### config.mk
export PLATFORM = sky130hd
export DESIGN_NAME = stream_prefetch_post
export DESIGN_NICKNAME = d
export VERILOG_FILES = /design/src/rtl/sppe_pkg.sv /design/src/rtl/sppe_fifo.sv /design/src/rtl/sppe_arb.sv /design/src/rtl/sppe_ctrl.sv /design/src/rtl/stream_prefetch_post.sv
export SDC_FILE = /design/constraint.sdc
export NUM_CORES = 1
export LEC_CHECK = 0
export BUFFER_PORTS_ARGS = -buffer_cell sky130_fd_sc_hd__buf_4
export CAP_MARGIN = 5
export CORE_MARGIN = 10
export CORE_UTILIZATION = 54
export CTS_CLUSTER_SIZE = 40
export DETAILED_ROUTE_END_ITERATION = 8
export HOLD_SLACK_MARGIN = 0.05
export PLACE_DENSITY_LB_ADDON = 0.3
export SLEW_MARGIN = 20
export SYNTH_ARGS = -nofsm -noshare
export SYNTH_HDL_FRONTEND = slang
export SYNTH_HIERARCHICAL = 1
export SYNTH_SLANG_ARGS = --single-unit
### constraint.sdc
create_clock -name clk_i -period 3.08 [get_ports clk_i]
set_clock_uncertainty 0.2 [all_clocks]
set_input_delay 0.616 -clock clk_i [delete_from_list [all_inputs] [get_ports clk_i]]
set_output_delay 0.616 -clock clk_i [all_outputs]
set_load 0.005 [all_outputs]
### src/rtl/sppe_pkg.sv
`timescale 1ns/1ps
package sppe_pkg;
  typedef enum logic [1:0] {
    OWN_IDLE = 2'd0,
    OWN_HOST = 2'd1,
    OWN_ENG  = 2'd2
  } owner_e;

  typedef enum logic {
    MODE_PREFETCH = 1'b0,
    MODE_POST     = 1'b1
  } mode_e;
endpackage

### src/rtl/sppe_fifo.sv
`timescale 1ns/1ps
module sppe_fifo #(
  parameter int DATA_W = 32,
  parameter int DEPTH  = 16,
  localparam int AW    = $clog2(DEPTH),
  localparam int CW    = AW + 1
) (
  input  logic              clk_i,
  input  logic              rst_ni,
  input  logic              clr_i,
  input  logic              push_i,
  input  logic [DATA_W-1:0] push_data_i,
  input  logic              pop_i,
  output logic [DATA_W-1:0] head_o,
  output logic [CW-1:0]     count_o,
  output logic              full_o,
  output logic              empty_o
);
  logic [DATA_W-1:0] mem_q [DEPTH];
  logic [AW-1:0]     wr_ptr_q, rd_ptr_q;
  logic [CW-1:0]     cnt_q;

  assign head_o  = mem_q[rd_ptr_q];
  assign count_o = cnt_q;
  assign full_o  = (cnt_q == CW'(DEPTH));
  assign empty_o = (cnt_q == '0);

  always_ff @(posedge clk_i) begin
    if (push_i && !clr_i) mem_q[wr_ptr_q] <= push_data_i;
  end

  always_ff @(posedge clk_i or negedge rst_ni) begin
    if (!rst_ni) begin
      wr_ptr_q <= '0;
      rd_ptr_q <= '0;
      cnt_q    <= '0;
    end else if (clr_i) begin
      wr_ptr_q <= '0;
      rd_ptr_q <= '0;
      cnt_q    <= '0;
    end else begin
      if (push_i) wr_ptr_q <= wr_ptr_q + 1'b1;
      if (pop_i)  rd_ptr_q <= rd_ptr_q + 1'b1;
      case ({push_i, pop_i})
        2'b10:   cnt_q <= cnt_q + 1'b1;
        2'b01:   cnt_q <= cnt_q - 1'b1;
        default: cnt_q <= cnt_q;
      endcase
    end
  end


  no_overflow_chk: assert property (@(posedge clk_i) disable iff (!rst_ni)
    push_i |-> (!full_o || clr_i));


  no_underflow_chk: assert property (@(posedge clk_i) disable iff (!rst_ni)
    pop_i |-> (!empty_o || clr_i));
endmodule

### src/rtl/sppe_arb.sv
`timescale 1ns/1ps
module sppe_arb
  import sppe_pkg::*;
#(
  parameter int CS_W     = 3,
  parameter int STARVE_W = 4
) (
  input  logic                clk_i,
  input  logic                rst_ni,
  input  logic                host_req_i,
  input  logic [CS_W-1:0]     host_cs_i,
  input  logic                host_we_i,
  input  logic                eng_req_i,
  input  logic [CS_W-1:0]     eng_cs_i,
  input  logic                eng_we_i,
  input  logic [STARVE_W-1:0] starve_lim_i,
  input  logic                acc_ack_i,
  output logic                acc_req_o,
  output logic [CS_W-1:0]     acc_cs_o,
  output logic                acc_we_o,
  output logic                host_gnt_o,
  output logic                eng_xfer_o
);
  owner_e              owner_q;
  logic [CS_W-1:0]     cs_q;
  logic                we_q;
  logic [STARVE_W-1:0] starve_q;
  logic                pick_eng, idle, host_done;

  assign idle      = (owner_q == OWN_IDLE);
  // engine wins when host is absent or has been favoured long enough
  assign pick_eng  = eng_req_i && (!host_req_i || (starve_q >= starve_lim_i));
  assign host_done = (owner_q == OWN_HOST) && acc_ack_i;

  assign acc_req_o  = !idle;
  assign acc_cs_o   = cs_q;
  assign acc_we_o   = we_q;
  assign host_gnt_o = host_done;
  assign eng_xfer_o = (owner_q == OWN_ENG) && acc_ack_i;

  always_ff @(posedge clk_i or negedge rst_ni) begin
    if (!rst_ni) begin
      owner_q  <= OWN_IDLE;
      cs_q     <= '0;
      we_q     <= 1'b0;
      starve_q <= '0;
    end else begin
      if (idle) begin
        if (pick_eng) begin
          owner_q <= OWN_ENG;
          cs_q    <= eng_cs_i;
          we_q    <= eng_we_i;
        end else if (host_req_i) begin
          owner_q <= OWN_HOST;
          cs_q    <= host_cs_i;
          we_q    <= host_we_i;
        end
      end else if (acc_ack_i) begin
        owner_q <= OWN_IDLE;
      end

      if (idle && pick_eng) starve_q <= '0;
      else if (host_done && eng_req_i && (starve_q != '1)) starve_q <= starve_q + 1'b1;
    end
  end


  req_hold_chk: assert property (@(posedge clk_i) disable iff (!rst_ni)
    (acc_req_o && !acc_ack_i) |=> (acc_req_o && $stable(acc_cs_o) && $stable(acc_we_o)));


  idle_gap_chk: assert property (@(posedge clk_i) disable iff (!rst_ni)
    (acc_req_o && acc_ack_i) |=> !acc_req_o);


  starve_grant_chk: assert property (@(posedge clk_i) disable iff (!rst_ni)
    (!acc_req_o && eng_req_i && host_req_i && (starve_q >= starve_lim_i))
      |=> (acc_req_o && (owner_q == OWN_ENG)));


  one_xfer_chk: assert property (@(posedge clk_i) disable iff (!rst_ni)
    !(host_gnt_o && eng_xfer_o));
endmodule

### src/rtl/sppe_ctrl.sv
`timescale 1ns/1ps
module sppe_ctrl
  import sppe_pkg::*;
#(
  parameter int DATA_W = 32,
  parameter int CS_W   = 3,
  parameter int CNT_W  = 16,
  parameter int DEPTH  = 16,
  parameter int TH_W   = 5,
  localparam int BSH   = $clog2(DATA_W / 8),
  localparam int WW    = CNT_W - BSH
) (
  input  logic              clk_i,
  input  logic              rst_ni,
  input  logic              start_i,
  input  logic              mode_i,
  input  logic [CS_W-1:0]   cs_i,
  input  logic [CNT_W-1:0]  bytes_i,
  input  logic [TH_W-1:0]   thresh_i,
  input  logic              sys_wr_i,
  input  logic [DATA_W-1:0] sys_wdata_i,
  input  logic              sys_rd_i,
  input  logic              eng_xfer_i,
  input  logic [DATA_W-1:0] acc_rdata_i,
  input  logic [TH_W-1:0]   fifo_cnt_i,
  input  logic              fifo_full_i,
  input  logic              fifo_empty_i,
  output logic              fifo_clr_o,
  output logic              fifo_push_o,
  output logic [DATA_W-1:0] fifo_wdata_o,
  output logic              fifo_pop_o,
  output logic              eng_req_o,
  output logic [CS_W-1:0]   eng_cs_o,
  output logic              eng_we_o,
  output logic              busy_o,
  output logic              dma_req_o
);
  mode_e           mode_q;
  logic [CS_W-1:0] cs_q;
  logic [WW-1:0]   rem_q, push_left_q, words;
  logic            start_ok, is_post, sys_push;
  logic [TH_W-1:0] eff_th, free_sp;

  assign words    = bytes_i[CNT_W-1:BSH];
  assign start_ok = start_i && (rem_q == '0) && (words != '0);
  assign is_post  = (mode_q == MODE_POST);
  assign busy_o   = (rem_q != '0);

  assign sys_push     = is_post && sys_wr_i && (push_left_q != '0) && !fifo_full_i;
  assign fifo_clr_o   = start_ok;
  assign fifo_push_o  = is_post ? sys_push : eng_xfer_i;
  assign fifo_wdata_o = is_post ? sys_wdata_i : acc_rdata_i;
  assign fifo_pop_o   = is_post ? eng_xfer_i : (sys_rd_i && !fifo_empty_i);

  assign eng_req_o = busy_o && (is_post ? !fifo_empty_i : !fifo_full_i);
  assign eng_cs_o  = cs_q;
  assign eng_we_o  = is_post;

  assign eff_th  = (thresh_i == '0) ? TH_W'(1) : thresh_i;
  assign free_sp = TH_W'(DEPTH) - fifo_cnt_i;

  always_comb begin
    if (is_post) dma_req_o = (push_left_q != '0) && (free_sp >= eff_th);
    else         dma_req_o = (fifo_cnt_i >= eff_th) || (!busy_o && !fifo_empty_i);
  end

  always_ff @(posedge clk_i or negedge rst_ni) begin
    if (!rst_ni) begin
      mode_q      <= MODE_PREFETCH;
      cs_q        <= '0;
      rem_q       <= '0;
      push_left_q <= '0;
    end else if (start_ok) begin
      mode_q      <= mode_e'(mode_i);
      cs_q        <= cs_i;
      rem_q       <= words;
      push_left_q <= words;
    end else begin
      if (eng_xfer_i) rem_q <= rem_q - 1'b1;
      if (sys_push)   push_left_q <= push_left_q - 1'b1;
    end
  end


  done_after_xfer_chk: assert property (@(posedge clk_i) disable iff (!rst_ni)
    $fell(busy_o) |-> $past(eng_xfer_i));


  start_busy_ignore_chk: assert property (@(posedge clk_i) disable iff (!rst_ni)
    (start_i && busy_o) |=> ((mode_q == $past(mode_q)) && (cs_q == $past(cs_q))));


  xfer_only_busy_chk: assert property (@(posedge clk_i) disable iff (!rst_ni)
    eng_xfer_i |-> busy_o);
endmodule

### src/rtl/stream_prefetch_post.sv
`timescale 1ns/1ps
module stream_prefetch_post #(
  parameter int DATA_W     = 32,
  parameter int FIFO_BYTES = 64,
  parameter int CS_W       = 3,
  parameter int CNT_W      = 16,
  parameter int STARVE_W   = 4,
  localparam int DEPTH     = FIFO_BYTES / (DATA_W / 8),
  localparam int TH_W      = $clog2(DEPTH) + 1
) (
  input  logic                clk_i,
  input  logic                rst_ni,
  input  logic                cfg_start_i,
  input  logic                cfg_mode_i,
  input  logic [CS_W-1:0]     cfg_cs_i,
  input  logic [CNT_W-1:0]    cfg_bytes_i,
  input  logic [TH_W-1:0]     cfg_thresh_i,
  input  logic [STARVE_W-1:0] cfg_starve_i,
  output logic                busy_o,
  output logic                dma_req_o,
  input  logic                sys_wr_i,
  input  logic [DATA_W-1:0]   sys_wdata_i,
  input  logic                sys_rd_i,
  output logic [DATA_W-1:0]   sys_rdata_o,
  input  logic                host_req_i,
  input  logic [CS_W-1:0]     host_cs_i,
  input  logic                host_we_i,
  output logic                host_gnt_o,
  output logic                acc_req_o,
  output logic [CS_W-1:0]     acc_cs_o,
  output logic                acc_we_o,
  output logic [DATA_W-1:0]   acc_wdata_o,
  input  logic [DATA_W-1:0]   acc_rdata_i,
  input  logic                acc_ack_i
);
  logic              fifo_clr, fifo_push, fifo_pop, fifo_full, fifo_empty;
  logic [DATA_W-1:0] fifo_wdata, fifo_head;
  logic [TH_W-1:0]   fifo_cnt;
  logic              eng_req, eng_we, eng_xfer;
  logic [CS_W-1:0]   eng_cs;

  assign sys_rdata_o = fifo_head;
  assign acc_wdata_o = fifo_head;

  sppe_fifo #(.DATA_W(DATA_W), .DEPTH(DEPTH)) u_fifo (
    .clk_i       (clk_i),
    .rst_ni      (rst_ni),
    .clr_i       (fifo_clr),
    .push_i      (fifo_push),
    .push_data_i (fifo_wdata),
    .pop_i       (fifo_pop),
    .head_o      (fifo_head),
    .count_o     (fifo_cnt),
    .full_o      (fifo_full),
    .empty_o     (fifo_empty)
  );

  sppe_ctrl #(
    .DATA_W(DATA_W), .CS_W(CS_W), .CNT_W(CNT_W), .DEPTH(DEPTH), .TH_W(TH_W)
  ) u_ctrl (
    .clk_i        (clk_i),
    .rst_ni       (rst_ni),
    .start_i      (cfg_start_i),
    .mode_i       (cfg_mode_i),
    .cs_i         (cfg_cs_i),
    .bytes_i      (cfg_bytes_i),
    .thresh_i     (cfg_thresh_i),
    .sys_wr_i     (sys_wr_i),
    .sys_wdata_i  (sys_wdata_i),
    .sys_rd_i     (sys_rd_i),
    .eng_xfer_i   (eng_xfer),
    .acc_rdata_i  (acc_rdata_i),
    .fifo_cnt_i   (fifo_cnt),
    .fifo_full_i  (fifo_full),
    .fifo_empty_i (fifo_empty),
    .fifo_clr_o   (fifo_clr),
    .fifo_push_o  (fifo_push),
    .fifo_wdata_o (fifo_wdata),
    .fifo_pop_o   (fifo_pop),
    .eng_req_o    (eng_req),
    .eng_cs_o     (eng_cs),
    .eng_we_o     (eng_we),
    .busy_o       (busy_o),
    .dma_req_o    (dma_req_o)
  );

  sppe_arb #(.CS_W(CS_W), .STARVE_W(STARVE_W)) u_arb (
    .clk_i        (clk_i),
    .rst_ni       (rst_ni),
    .host_req_i   (host_req_i),
    .host_cs_i    (host_cs_i),
    .host_we_i    (host_we_i),
    .eng_req_i    (eng_req),
    .eng_cs_i     (eng_cs),
    .eng_we_i     (eng_we),
    .starve_lim_i (cfg_starve_i),
    .acc_ack_i    (acc_ack_i),
    .acc_req_o    (acc_req_o),
    .acc_cs_o     (acc_cs_o),
    .acc_we_o     (acc_we_o),
    .host_gnt_o   (host_gnt_o),
    .eng_xfer_o   (eng_xfer)
  );
endmodule

==> results of run 1 <==
[routing by layer]
metal  part of all wire  global-route usage
met4              0.032             0.08290
met2               0.52              0.3474
met1               0.40              0.2679
met5                  0                   0
met3              0.053             0.03773
[power groups by stage]
| stage | combinational, mW | sequential (mW) | clock (mW) |
|---|---|---|---|
| after floorplan | 5.70 | 9.83 | 0 |
| after global placement | 8.77 | 9.89 | 0 |
| after detailed placement | 8.96 | 9.93 | 0 |
| after CTS | 10.2 | 9.80 | 6.51 |
| after global routing | 11.7 | 9.88 | 6.83 |
| final | 11.0 | 9.81 | 6.39 |
[registers in the layout (all words and copies together), names as in the netlist, 4 cells and up]
| signal | flops |
|---|---|
| u_fifo/count_o | 5 |
| u_ctrl/rem_q | 14 |
| u_fifo/wr_ptr_q | 4 |
| u_arb/starve_q | 4 |
| u_fifo/rd_ptr_q | 4 |
| u_fifo/mem_q | 512 |
| u_ctrl/push_left_q | 14 |
[cells in the final DEF, fill, tap and decap left out, types with 32 or more instances in the layout]
| cell type | netlist | final |
|---|---|---|
| sky130_fd_sc_hd__a22oi_2 | 0 | 50 |
| sky130_fd_sc_hd__buf_4 | 38 | 234 |
| sky130_fd_sc_hd__mux2_2 | 32 | 32 |
| sky130_fd_sc_hd__buf_12 | 1 | 44 |
| sky130_fd_sc_hd__buf_6 | 9 | 40 |
| sky130_fd_sc_hd__nand2_1 | 66 | 43 |
| sky130_fd_sc_hd__nor2_1 | 45 | 43 |
| sky130_fd_sc_hd__edfxtp_1 | 512 | 512 |
| sky130_fd_sc_hd__clkbuf_16 | 0 | 62 |
| sky130_fd_sc_hd__mux4_2 | 128 | 128 |
| sky130_fd_sc_hd__dfrtp_1 | 55 | 52 |
[critical path: stages, from the launching register on]
cell and delay [ps]:
sky130_fd_sc_hd__dfrtp_4 500, sky130_fd_sc_hd__buf_12 190, sky130_fd_sc_hd__buf_16 140, sky130_fd_sc_hd__buf_8 130, sky130_fd_sc_hd__mux4_2 510, sky130_fd_sc_hd__a22oi_2 220
sky130_fd_sc_hd__nand2_2 110, sky130_fd_sc_hd__buf_6 130
[metrics by stage]
step	setup slack [ps]	std cells	util	power [mW]	TNS, ps
6_report	-282.2	2199	0.6790	27.15	-14230
5_1_grt	-354.4	2199	0.6790	28.40	-19390
4_1_cts	-350.1	2177	0.6667	26.47	-18650
3_5_place_dp	-347.5	2046	0.6103	18.89	-135960
3_3_place_gp	-273.3	2046	0.6103	18.66	-98480
2_1_floorplan	18.86	1267	-	15.53	0
[worst min-delay path by stage]
| stage | end | slack, ps |
|---|---|---|
| 3_5_place_dp | u_ctrl/eng_cs_o[2] | 270 |
| 6_report | u_ctrl/push_left_q[7] | 100 |
| 2_1_floorplan | u_arb/acc_cs_o[0] | 120 |
| 4_1_cts | u_ctrl/rem_q[11] | 70 |
| 5_1_grt | u_ctrl/push_left_q[11] | 90 |
| 3_3_place_gp | u_ctrl/eng_cs_o[0] | 260 |
[what timing repair did]
item,CTS,global route
hold buffers,7,0
gates resized for setup,94,63
endpoints found under the setup margin,66,451
gates cloned,1,5
hold endpoints to repair,61,0
setup buffers,22,18
pin swaps,27,24
[cells by family after synthesis]
family,after synthesis
AOI/OAI and AO/OA,144
muxes,169
adders and majority gates,24
and+or+nand+nor,216
DFF,567
buffers and inverters,119
xor gates and xnor gates,28
[area by class of cell]
cell class                 instances  area, um2
clock buffer                      71       1479
clock inverter                    30      230.2
fill                            2780      13800
inverter                          28      107.6
multi-input combinational        581       6450
sequential                       567      16760
tap                              585      732.0
timing repair buffer             337       3426
==> Flow_metrics.wiki, run 1 <==
{| class="wikitable"
! Metric !! Value
|-
| DIE AREA || 52,180 um2
|-
| Synth area leaders || sky130_fd_sc_hd__edfxtp_1 66%, sky130_fd_sc_hd__mux4_2 12%, sky130_fd_sc_hd__dfrtp_1 5.9%
|-
| Setup repair after global routing missed its margin || yes
|-
| Core footprint || 42,980 um2
|-
| Area fraction in and, or, nand and nor cells after synthesis || 0.04902
|-
| Layout area overhead || 24.41%
|-
| Power per cell area || 930.4 nW/um2
|-
| Final hold viol count || 0
|-
| Sequential cell area fraction in the yosys report || 0.7141
|-
| Port Buffer Count || 173
|-
| Post-synthesis xor/xnor area fraction || 0.01045
|-
| Startpoint class of the critical path || flip-flop
|-
| Via Count || 12,995
|-
| Iteration count of the initial detailed-routing pass || 5
|-
| Starting utilization of the core area || 0.5458
|-
| Clock input transition at the sequential cells of the worst setup and hold paths || 60 ps
|-
| Most instantiated library cell after synthesis || sky130_fd_sc_hd__edfxtp_1
|-
| DRC viols || 0
|-
| Internal Pwr Total || 18.75 mW
|-
| Summed instance area of the synthesized netlist || 23,460 um2
|-
| DR iter-0 viols || 1,095
|-
| Antenna cell count || 0
|-
| Post-detailed-route wirelength per cell || 25.14 um
|-
| Cell chosen for the clock root || sky130_fd_sc_hd__clkbuf_16
|-
| Maximum buffer depth of the clock tree || 3
|-
| Ys Warns || 6
|-
| Share of power burned in combinational logic || 0.403
|-
| H-tree level count || 2
|-
| Max VDD drop || 0.6020 mV
|-
| Startpoint of the tightest hold check path || cfg_bytes_i[9]
|-
| Global-route wire length before repair || 83,280 um
|-
| Synthesized-area fraction occupied by adder cells || 0.01280
|-
| Number of nets in the synthesized netlist || 1,395
|-
| Aggregate global-route resource usage || 0.2083
|-
| Die boundary height || 228.4 um
|-
| Cell count of the worst reg-to-reg path || 11
|-
| Main combinational cell family by area after synthesis || multiplexers
|-
| Sort of element at the end of the critical path || output port
|-
| Endpoint of the worst register-to-register path || u_fifo/mem_q[8][5]
|-
| Worst setup path class || reg2out
|-
| Number of antenna violations at the first check in global routing || 0
|-
| Switching power of the nets || 8.403 mW
|-
| Top_reg_cell synth || sky130_fd_sc_hd__edfxtp_1
|-
| Clock latency of the later-clocked register in the worst-skew pair || 600 ps
|-
| Count of pins over their slew limit || 0
|-
| # rows || 76
|-
| Async set or reset register ratio after synthesis || 0.09700
|-
| Total length of routed wires || 55,280 um
|-
| Largest net degree at the start of global routing || 56
|-
| Hold path cells || 3
|-
| Yosys top cell by area || sky130_fd_sc_hd__edfxtp_1
|-
| CTS sink count || 567
|-
| Grt total ovfl || 0
|-
| Placed wire-length estimate || 33,720 um
|-
| LEAKAGE || 10.25 nW
|-
| Outcome || finished with violations
|-
| Weighted congestion at the end of routability-driven global placement || 0.7983
|-
| Vias in the first global route || 13,702
|-
| Chip width || 228.4 um
|-
| Most numerous cell types in the synthesized netlist || 512 x sky130_fd_sc_hd__edfxtp_1, 128 x sky130_fd_sc_hd__mux4_2, 66 x sky130_fd_sc_hd__nand2_1
|-
| Final-report setup violation count || 65
|-
| Crit. Startpoint || u_fifo/rd_ptr_q[0]
|-
| Failing checks || negative setup slack
|-
| Share of power burned in registers || 0.361
|-
| Final setup slack of the worst path || -282.2 ps
|-
| Per-cell via count in the routed design || 5.910
|-
| R2R setup slack || 220 ps
|-
| Post-DP Area || 26,230 um2
|-
| Mean post-synth cell area || 18.51 um2
|-
| Number of register bits inferred by synthesis || 567
|-
| Max FO, Critical Path || 7
|-
| Worst slew margin relative to its limit || 0.3736
|-
| Share of post-route cells with drive strength above 1 || 0.4281
|-
| Multiplexer area fraction after synthesis || 0.1421
|-
| Required time of the worst setup path || 2260 ps
|-
| Layout net count || 1,698
|-
| Maximum operating frequency || 297.4 MHz
|-
| Switching share of power || 0.3095
|-
| Worst-case hold slack || 99.65 ps
|-
| Max-cap viol count || 0
|-
| IO Pins || 176
|-
| Post-layout min period || 3362 ps
|-
| Worst R2R Start || u_ctrl/push_left_q[1]
|-
| Number of enable-type register cells in the synthesized netlist || 512
|-
| Min-Delay Path Class || in2reg
|-
| Post-synthesis compound-gate area fraction || 0.04251
|-
| Synth top area share || 0.6554
|-
| Transition time at the pin with the least slew margin || 937.2 ps
|-
| Last element of the critical path || acc_wdata_o[3]
|-
| Number of library cell types mapped by synthesis || 65
|-
| Clock tree from TritonCTS || built
|-
| Clock power share || 0.235
|-
| Post-route cell area || 29,180 um2
|-
| Fraction of the cycle the final worst path needs || 1.092
|-
| Cell count after synthesis || 1,267
|-
| Critical path arrival || 2550 ps
|-
| CTS buffer count || 55
|-
| Final antenna-violating net count || 0
|}
Power figures use the tool's default switching activity.
==> inputs of run 2 (changes only) <==
Settings changed: GPL_TIMING_DRIVEN from default to 0.
==> Flow_metrics.wiki, run 2 (synthesis gave the netlist of run 1 again) <==
{| class="wikitable"
! Metric !! Value
|-
| Worst slack after detailed placement || -1208 ps (was -347.5 ps)
|-
| Maximum buffer depth of the clock tree || 3 (unchanged)
|-
| Port Buffer Count || 173 (unchanged)
|-
| Clock tree from TritonCTS || built (unchanged)
|-
| Critical path arrival || 2650 ps (was 2550 ps)
|-
| Max-cap viol count || 0 (unchanged)
|-
| Min-Delay Path Class || in2reg (unchanged)
|-
| Setup repair after global routing missed its margin || yes (unchanged)
|-
| Power per cell area || 939.1 nW/um2 (was 930.4 nW/um2)
|-
| Grt total ovfl || 0 (unchanged)
|-
| Required time of the worst setup path || 2260 ps (about the same)
|-
| Clock input transition at the sequential cells of the worst setup and hold paths || 70 ps (was 60 ps)
|-
| DR iter-0 viols || 1,692 (was 1,095)
|-
| Per-cell via count in the routed design || 6.234 (was 5.910)
|-
| Setup TNS Final || -16,820 ps (was -14,230 ps)
|-
| Worst slew margin relative to its limit || 0.4002 (was 0.3736)
|-
| Chip width || 228.4 um (unchanged)
|-
| Vias in the first global route || 14,321 (was 13,702)
|-
| Weighted congestion at the end of routability-driven global placement || 0.8273 (was 0.7983)
|-
| Core footprint || 42,980 um2 (unchanged)
|-
| Layout net count || 1,736 (was 1,698)
|-
| Outcome || finished with violations (unchanged)
|-
| Placed wire-length estimate || 31,370 um (was 33,720 um)
|-
| Layout area overhead || 26.98% (was 24.41%)
|-
| Registers with the most flip-flops || u_fifo/mem_q x512, u_ctrl/push_left_q x14, u_ctrl/rem_q x14 (unchanged)
|-
| Post-detailed-route wirelength per cell || 28.69 um (was 25.14 um)
|-
| Largest net degree at the start of global routing || 56 (unchanged)
|-
| Starting utilization of the core area || 0.5458 (unchanged)
|-
| Worst path max stage delay || 530 ps (was 510 ps)
|-
| Sort of element at the end of the critical path || output port (unchanged)
|-
| Final antenna-violating net count || 0 (unchanged)
|-
| H-tree level count || 2 (unchanged)
|-
| Slowest CP cell || sky130_fd_sc_hd__mux4_2 (unchanged)
|-
| IO Pins || 176 (unchanged)
|-
| Failing checks || negative setup slack (unchanged)
|-
| Aggregate global-route resource usage || 0.2396 (was 0.2083)
|-
| Most frequent cells in the layout || 512 x sky130_fd_sc_hd__edfxtp_1, 194 x sky130_fd_sc_hd__buf_4, 128 x sky130_fd_sc_hd__mux4_2 (was 512 x sky130_fd_sc_hd__edfxtp_1, 234 x sky130_fd_sc_hd__buf_4, 128 x sky130_fd_sc_hd__mux4_2)
|-
| Antenna cell count || 0 (unchanged)
|-
| Max reg flops || 512 (unchanged)
|-
| R2R setup slack || 50 ps (was 220 ps)
|-
| Post-route cell area || 29,790 um2 (was 29,180 um2)
|-
| Final-report setup violation count || 65 (unchanged)
|-
| Register bank with the most flops || u_fifo/mem_q (unchanged)
|-
| Post-layout min period || 3465 ps (was 3362 ps)
|-
| Commonest non-fill, non-tap cell in the layout || sky130_fd_sc_hd__edfxtp_1 (unchanged)
|-
| LEAKAGE || 10.44 nW (was 10.25 nW)
|-
| Global-route wire length before repair || 93,240 um (was 83,280 um)
|-
| Total length of routed wires || 64,230 um (was 55,280 um)
|-
| Share of post-route cells with drive strength above 1 || 0.4432 (was 0.4281)
|-
| Transition time at the pin with the least slew margin || 897.3 ps (was 937.2 ps)
|-
| Final setup slack of the worst path || -385.4 ps (was -282.2 ps)
|-
| CTS buffer count || 55 (unchanged)
|-
| Number of antenna violations at the first check in global routing || 0 (unchanged)
|-
| # rows || 76 (unchanged)
|-
| Final design utilization || 0.6930 (was 0.6790)
|-
| Clock latency of the later-clocked register in the worst-skew pair || 600 ps (about the same)
|-
| Fraction of the cycle the final worst path needs || 1.125 (was 1.092)
|-
| CTS sink count || 567 (unchanged)
|-
| Final hold viol count || 0 (unchanged)
|-
| Power, Total || 27.97 mW (was 27.15 mW)
|-
| Post-DP Area || 25,510 um2 (was 26,230 um2)
|-
| Maximum operating frequency || 288.6 MHz (was 297.4 MHz)
|-
| DIE AREA || 52,180 um2 (unchanged)
|-
| Count of pins over their slew limit || 0 (unchanged)
|-
| List of cells traversed by the critical path || buf_12 > buf_16 > buf_16 > buf_4 > mux4_2 > a22oi_2 > nand2_2 > buf_6 > buf_6 (was buf_12 > buf_16 > buf_8 > mux4_2 > a22oi_2 > nand2_2 > buf_6)
|-
| Via Count || 13,958 (was 12,995)
|-
| Die boundary height || 228.4 um (unchanged)
|-
| Iteration count of the initial detailed-routing pass || 7 (was 5)
|-
| Number of fill cells in the layout || 2,616 (was 2,780)
|-
| Max VDD drop || 0.7594 mV (was 0.6020 mV)
|-
| Max FO, Critical Path || 9 (was 7)
|-
| Cell chosen for the clock root || sky130_fd_sc_hd__clkbuf_16 (unchanged)
|-
| Worst setup path class || reg2out (unchanged)
|-
| Startpoint class of the critical path || flip-flop (unchanged)
|-
| DRC viols || 0 (unchanged)
|}
[run 2: cell count changes in the layout (fill, tap and decap cells not counted), sizes merged, moves of 2 or more]
cell | previous run | this run
clkinvlp | 4 | 0
buf | 325 | 328
inv | 29 | 31
and2 | 22 | 38
clkbuf | 76 | 96
clkinv | 22 | 24
[run 2: final timing paths]
| path | start | to | cells after the start |
|---|---|---|---|
| max | u_fifo/rd_ptr_q[0] | sys_rdata_o[0] | 9 |
| min | cfg_bytes_i[7] | u_ctrl/rem_q[5] | 3 |
| max reg2reg | u_fifo/count_o[1] | u_fifo/mem_q[0][6] | 13 |
| min reg2reg | u_ctrl/eng_cs_o[2] | u_ctrl/eng_cs_o[2] | 2 |
| max in group asynchronous | rst_ni | u_ctrl/eng_we_o | 2 |
| min in group asynchronous | rst_ni | u_ctrl/rem_q[11] | 2 |
[run 2: cell type report]
cell class | count | area [um2] | area share
flip-flops and latches | 567 | 16760 | 0.5627
well taps | 585 | 732.0 | 0.02457
inverters | 28 | 105.1 | 0.003528
multi-input cells | 597 | 6718 | 0.2255
repair buffers | 269 | 2915 | 0.09787
plain buffers | 90 | 887.1 | 0.02978
clock inverters | 30 | 215.2 | 0.007225
clock buffers | 73 | 1454 | 0.04881
[run 2: through the flow]
stage,cells,hold WS (ps)
after floorplan,1267,120.4
after global placement,2025,266.9
after global routing,2239,88.35
after CTS,2221,50.46
after detailed placement,2025,273.9
final,2239,83.01
[run 2: metal layers]
layer  global-route usage  routed length, um
met4               0.1016               2706
met1               0.2962              22620
met3              0.04021               5733
met5                    0                  0
met2               0.4122              33180
[run 2: timing repair]
item                       CTS  global route
gates resized for setup    199           114
hold endpoints to repair    62             0
cloned                      18             0
hold buffers                 8             0
setup endpoints to repair  585           584
pin swaps                   11            22
setup buffers               68            18
[run 2: power by group]
part           switching (mW)  total, mW  internal (mW)
logic                    5.67       11.7           6.04
registers               0.557       9.90           9.35
clock network            2.81       6.37           3.56
total                    9.03       28.0           18.9
[run 2: worst max-delay path, delay by kind of cell (launching register included)]
family / cells / cell delay, ps
multiplexers: 1 / 530
AO/OA/AOI/OAI: 1 / 170
AND/OR/NAND/NOR: 1 / 120
buffers and inverters: 6 / 810
flip-flops: 1 / 400
==> inputs of run 3 (changes only) <==
Clock period 3.08 ns to 3.18 ns, I/O delays scaled along.
==> Flow_metrics.wiki, run 3 (synthesis gave the netlist of run 1 again) <==
{| class="wikitable"
! Metric !! Value
|-
| DR iter-0 viols || 1,575 (was 1,692)
|-
| Amount of wire on met3 after detailed routing || 5778 um (was 5733 um)
|-
| Largest net degree at the start of global routing || 56 (unchanged)
|-
| Hold path cells || 2 (was 3)
|-
| Weighted congestion at the end of routability-driven global placement || 0.8273 (unchanged)
|-
| Final hold viol count || 0 (unchanged)
|-
| DRC viols || 0 (unchanged)
|-
| Maximum operating frequency || 288.2 MHz
|-
| Per-cell via count in the routed design || 6.217 (was 6.234)
|-
| Sort of element at the end of the critical path || output port (unchanged)
|-
| Vias in the first global route || 14,115 (was 14,321)
|-
| Fraction of the cycle the final worst path needs || 1.091
|-
| Number of fill cells in the layout || 2,679 (was 2,616)
|-
| Grt total ovfl || 0 (unchanged)
|-
| # rows || 76 (unchanged)
|-
| Power, Total || 26.82 mW (was 27.97 mW)
|-
| Failing checks || negative setup slack (unchanged)
|-
| Final-report setup violation count || 65 (unchanged)
|-
| Startpoint of the tightest hold check path || host_cs_i[1] (was cfg_bytes_i[7])
|-
| Crit. Startpoint || u_fifo/rd_ptr_q[0] (unchanged)
|-
| Port Buffer Count || 173 (unchanged)
|-
| LEAKAGE || 10.32 nW (was 10.44 nW)
|-
| R2R setup slack || 30 ps (was 50 ps)
|-
| DIE AREA || 52,180 um2 (unchanged)
|-
| Post-route cell area || 29,490 um2 (was 29,790 um2)
|-
| Max FO, Critical Path || 10 (was 9)
|-
| WP buf/inv || 5 (was 6)
|-
| Most frequent cells in the layout || 512 x sky130_fd_sc_hd__edfxtp_1, 198 x sky130_fd_sc_hd__buf_4, 128 x sky130_fd_sc_hd__mux4_2 (was 512 x sky130_fd_sc_hd__edfxtp_1, 194 x sky130_fd_sc_hd__buf_4, 128 x sky130_fd_sc_hd__mux4_2)
|-
| Core footprint || 42,980 um2 (unchanged)
|-
| Setup repair after global routing missed its margin || yes (unchanged)
|-
| Aggregate global-route resource usage || 0.2352 (was 0.2396)
|-
| Registers with the most flip-flops || u_fifo/mem_q x512, u_ctrl/push_left_q x14, u_ctrl/rem_q x14 (unchanged)
|-
| Global-route wire length before repair || 91,240 um (was 93,240 um)
|-
| Post-layout min period || 3469 ps
|-
| Worst path max stage delay || 590 ps (was 530 ps)
|-
| Critical path arrival || 2630 ps (was 2650 ps)
|-
| Endpoint of the worst register-to-register path || u_fifo/count_o[4] (was u_fifo/mem_q[0][6])
|-
| Chip width || 228.4 um (unchanged)
|-
| Max VDD drop || 0.6982 mV (was 0.7594 mV)
|-
| Number of antenna violations at the first check in global routing || 0 (unchanged)
|-
| Wire length on met1 || 22,690 um (was 22,620 um)
|-
| Power per cell area || 909.5 nW/um2 (was 939.1 nW/um2)
|-
| Final antenna-violating net count || 0 (unchanged)
|-
| Worst R2R Start || u_fifo/count_o[1] (unchanged)
|-
| Transition time at the pin with the least slew margin || 894.5 ps (was 897.3 ps)
|-
| Routed wl met2 || 32,180 um (was 33,180 um)
|-
| Worst setup path class || reg2out (unchanged)
|-
| Share of post-route cells with drive strength above 1 || 0.4294 (was 0.4432)
|-
| Non-filler instance count after layout || 2,222 (was 2,239)
|-
| Register bank with the most flops || u_fifo/mem_q (unchanged)
|-
| CTS sink count || 567 (unchanged)
|-
| Max-cap viol count || 0 (unchanged)
|-
| Cell count of the worst reg-to-reg path || 16 (was 13)
|-
| Placed wire-length estimate || 31,370 um (unchanged)
|-
| Clock tree from TritonCTS || built (unchanged)
|-
| IO Pins || 176 (unchanged)
|-
| Worst slew margin relative to its limit || 0.4021 (was 0.4002)
|-
| Iteration count of the initial detailed-routing pass || 5 (was 7)
|-
| Final setup slack of the worst path || -289.3 ps (was -385.4 ps)
|-
| Highest routed layer || met4 (unchanged)
|-
| CTS buffer count || 55 (unchanged)
|-
| Startpoint class of the critical path || flip-flop (unchanged)
|-
| Required time of the worst setup path || 2340 ps (was 2260 ps)
|-
| Most common cell type on the critical path || sky130_fd_sc_hd__buf_12
|-
| Clock input transition at the sequential cells of the worst setup and hold paths || 60 ps (was 70 ps)
|-
| Max reg flops || 512 (unchanged)
|-
| Count of pins over their slew limit || 0 (unchanged)
|-
| Maximum buffer depth of the clock tree || 3 (unchanged)
|-
| Outcome || finished with violations (unchanged)
|-
| Worst-case hold slack || 84.32 ps (was 83.01 ps)
|-
| Clock latency of the later-clocked register in the worst-skew pair || 600 ps (about the same)
|-
| Slowest CP cell || sky130_fd_sc_hd__mux4_2 (unchanged)
|-
| Total length of routed wires || 63,050 um (was 64,230 um)
|-
| Commonest non-fill, non-tap cell in the layout || sky130_fd_sc_hd__edfxtp_1 (unchanged)
|-
| Via Count || 13,815 (was 13,958)
|-
| H-tree level count || 2 (unchanged)
|-
| Starting utilization of the core area || 0.5458 (unchanged)
|-
| Number of placed instances with taps included || 2,025 (unchanged)
|-
| Post-detailed-route wirelength per cell || 28.38 um (was 28.69 um)
|-
| Cell chosen for the clock root || sky130_fd_sc_hd__clkbuf_16 (unchanged)
|-
| List of cells traversed by the critical path || buf_12 > buf_12 > buf_12 > mux4_2 > a22oi_2 > nand2_2 > buf_4 > buf_4 (was buf_12 > buf_16 > buf_16 > buf_4 > mux4_2 > a22oi_2 > nand2_2 > buf_6 > buf_6)
|-
| Hold-critical path endpoint || u_arb/acc_cs_o[1] (was u_ctrl/rem_q[5])
|-
| Antenna cell count || 0 (unchanged)
|-
| Min-Delay Path Class || in2reg (unchanged)
|-
| Post-DP Area || 25,510 um2 (unchanged)
|-
| Largest delay contributor family on the critical path || buffers and inverters (unchanged)
|-
| Layout net count || 1,719 (was 1,736)
|-
| Setup TNS Final || -10,700 ps (was -16,820 ps)
|-
| Layout area overhead || 25.73% (was 26.98%)
|-
| Die boundary height || 228.4 um (unchanged)
|}
run 3: changes by cell type in the layout (fill, tap and decap cells not counted), moves of 4 or more:
cell and change:
sky130_fd_sc_hd__a22oi_1 +4, sky130_fd_sc_hd__a22oi_2 -4, sky130_fd_sc_hd__buf_12 -5, sky130_fd_sc_hd__buf_4 +4, sky130_fd_sc_hd__buf_6 -14, sky130_fd_sc_hd__clkbuf_4 +4
run 3: area by class of cell:
| type | count | area [um2] | share of cell area |
|---|---|---|---|
| tap | 585 | 732.0 | 0.02482 |
| inverter | 28 | 105.1 | 0.003564 |
| clock buffer | 73 | 1454 | 0.04930 |
| multi-input combinational | 597 | 6673 | 0.2263 |
| sequential | 567 | 16760 | 0.5682 |
| buffer | 90 | 857.1 | 0.02906 |
| clock inverter | 30 | 215.2 | 0.007297 |
| timing repair buffer | 252 | 2698 | 0.09147 |
run 3: power breakdown:
group / switching [mW] / internal [mW] / total, mW
Sequential: 0.537 / 9.05 / 9.59
Combinational: 5.35 / 5.74 / 11.1
Clock: 2.71 / 3.45 / 6.15
Total: 8.59 / 18.2 / 26.8
run 3: per-stage QoR:
stage	util	worst slack, ps
after floorplan	-	118.9
final	0.6862	-289.3
after global routing	0.6862	-336.6
after CTS	0.6721	-297.8
after global placement	0.5935	-1080
after detailed placement	0.5935	-1128
run 3: worst max-delay path by stage:
| stage | end | cells after the start |
|---|---|---|
| 2_1_floorplan | u_fifo/count_o[4] | 13 |
| 3_3_place_gp | u_fifo/mem_q[3][17] | 9 |
| 3_5_place_dp | u_fifo/mem_q[3][17] | 9 |
| 4_1_cts | sys_rdata_o[29] | 8 |
| 5_1_grt | sys_rdata_o[18] | 8 |
| 6_report | sys_rdata_o[25] | 8 |
run 3: repair_timing:
action,4_1_cts,5_1_grt
endpoints found under the setup margin,584,581
gates resized for setup,190,93
buffers inserted,57,13
cloned,18,2
pin swaps,11,14
hold endpoints to repair,59,0
hold buffers,5,0
run 3: layer usage:
layer	vias to the layer above	GRT usage
met5	-	0
met4	0	0.09519
met3	160	0.04679
met2	816	0.4034
met1	7096	0.2889
li1	5743	-
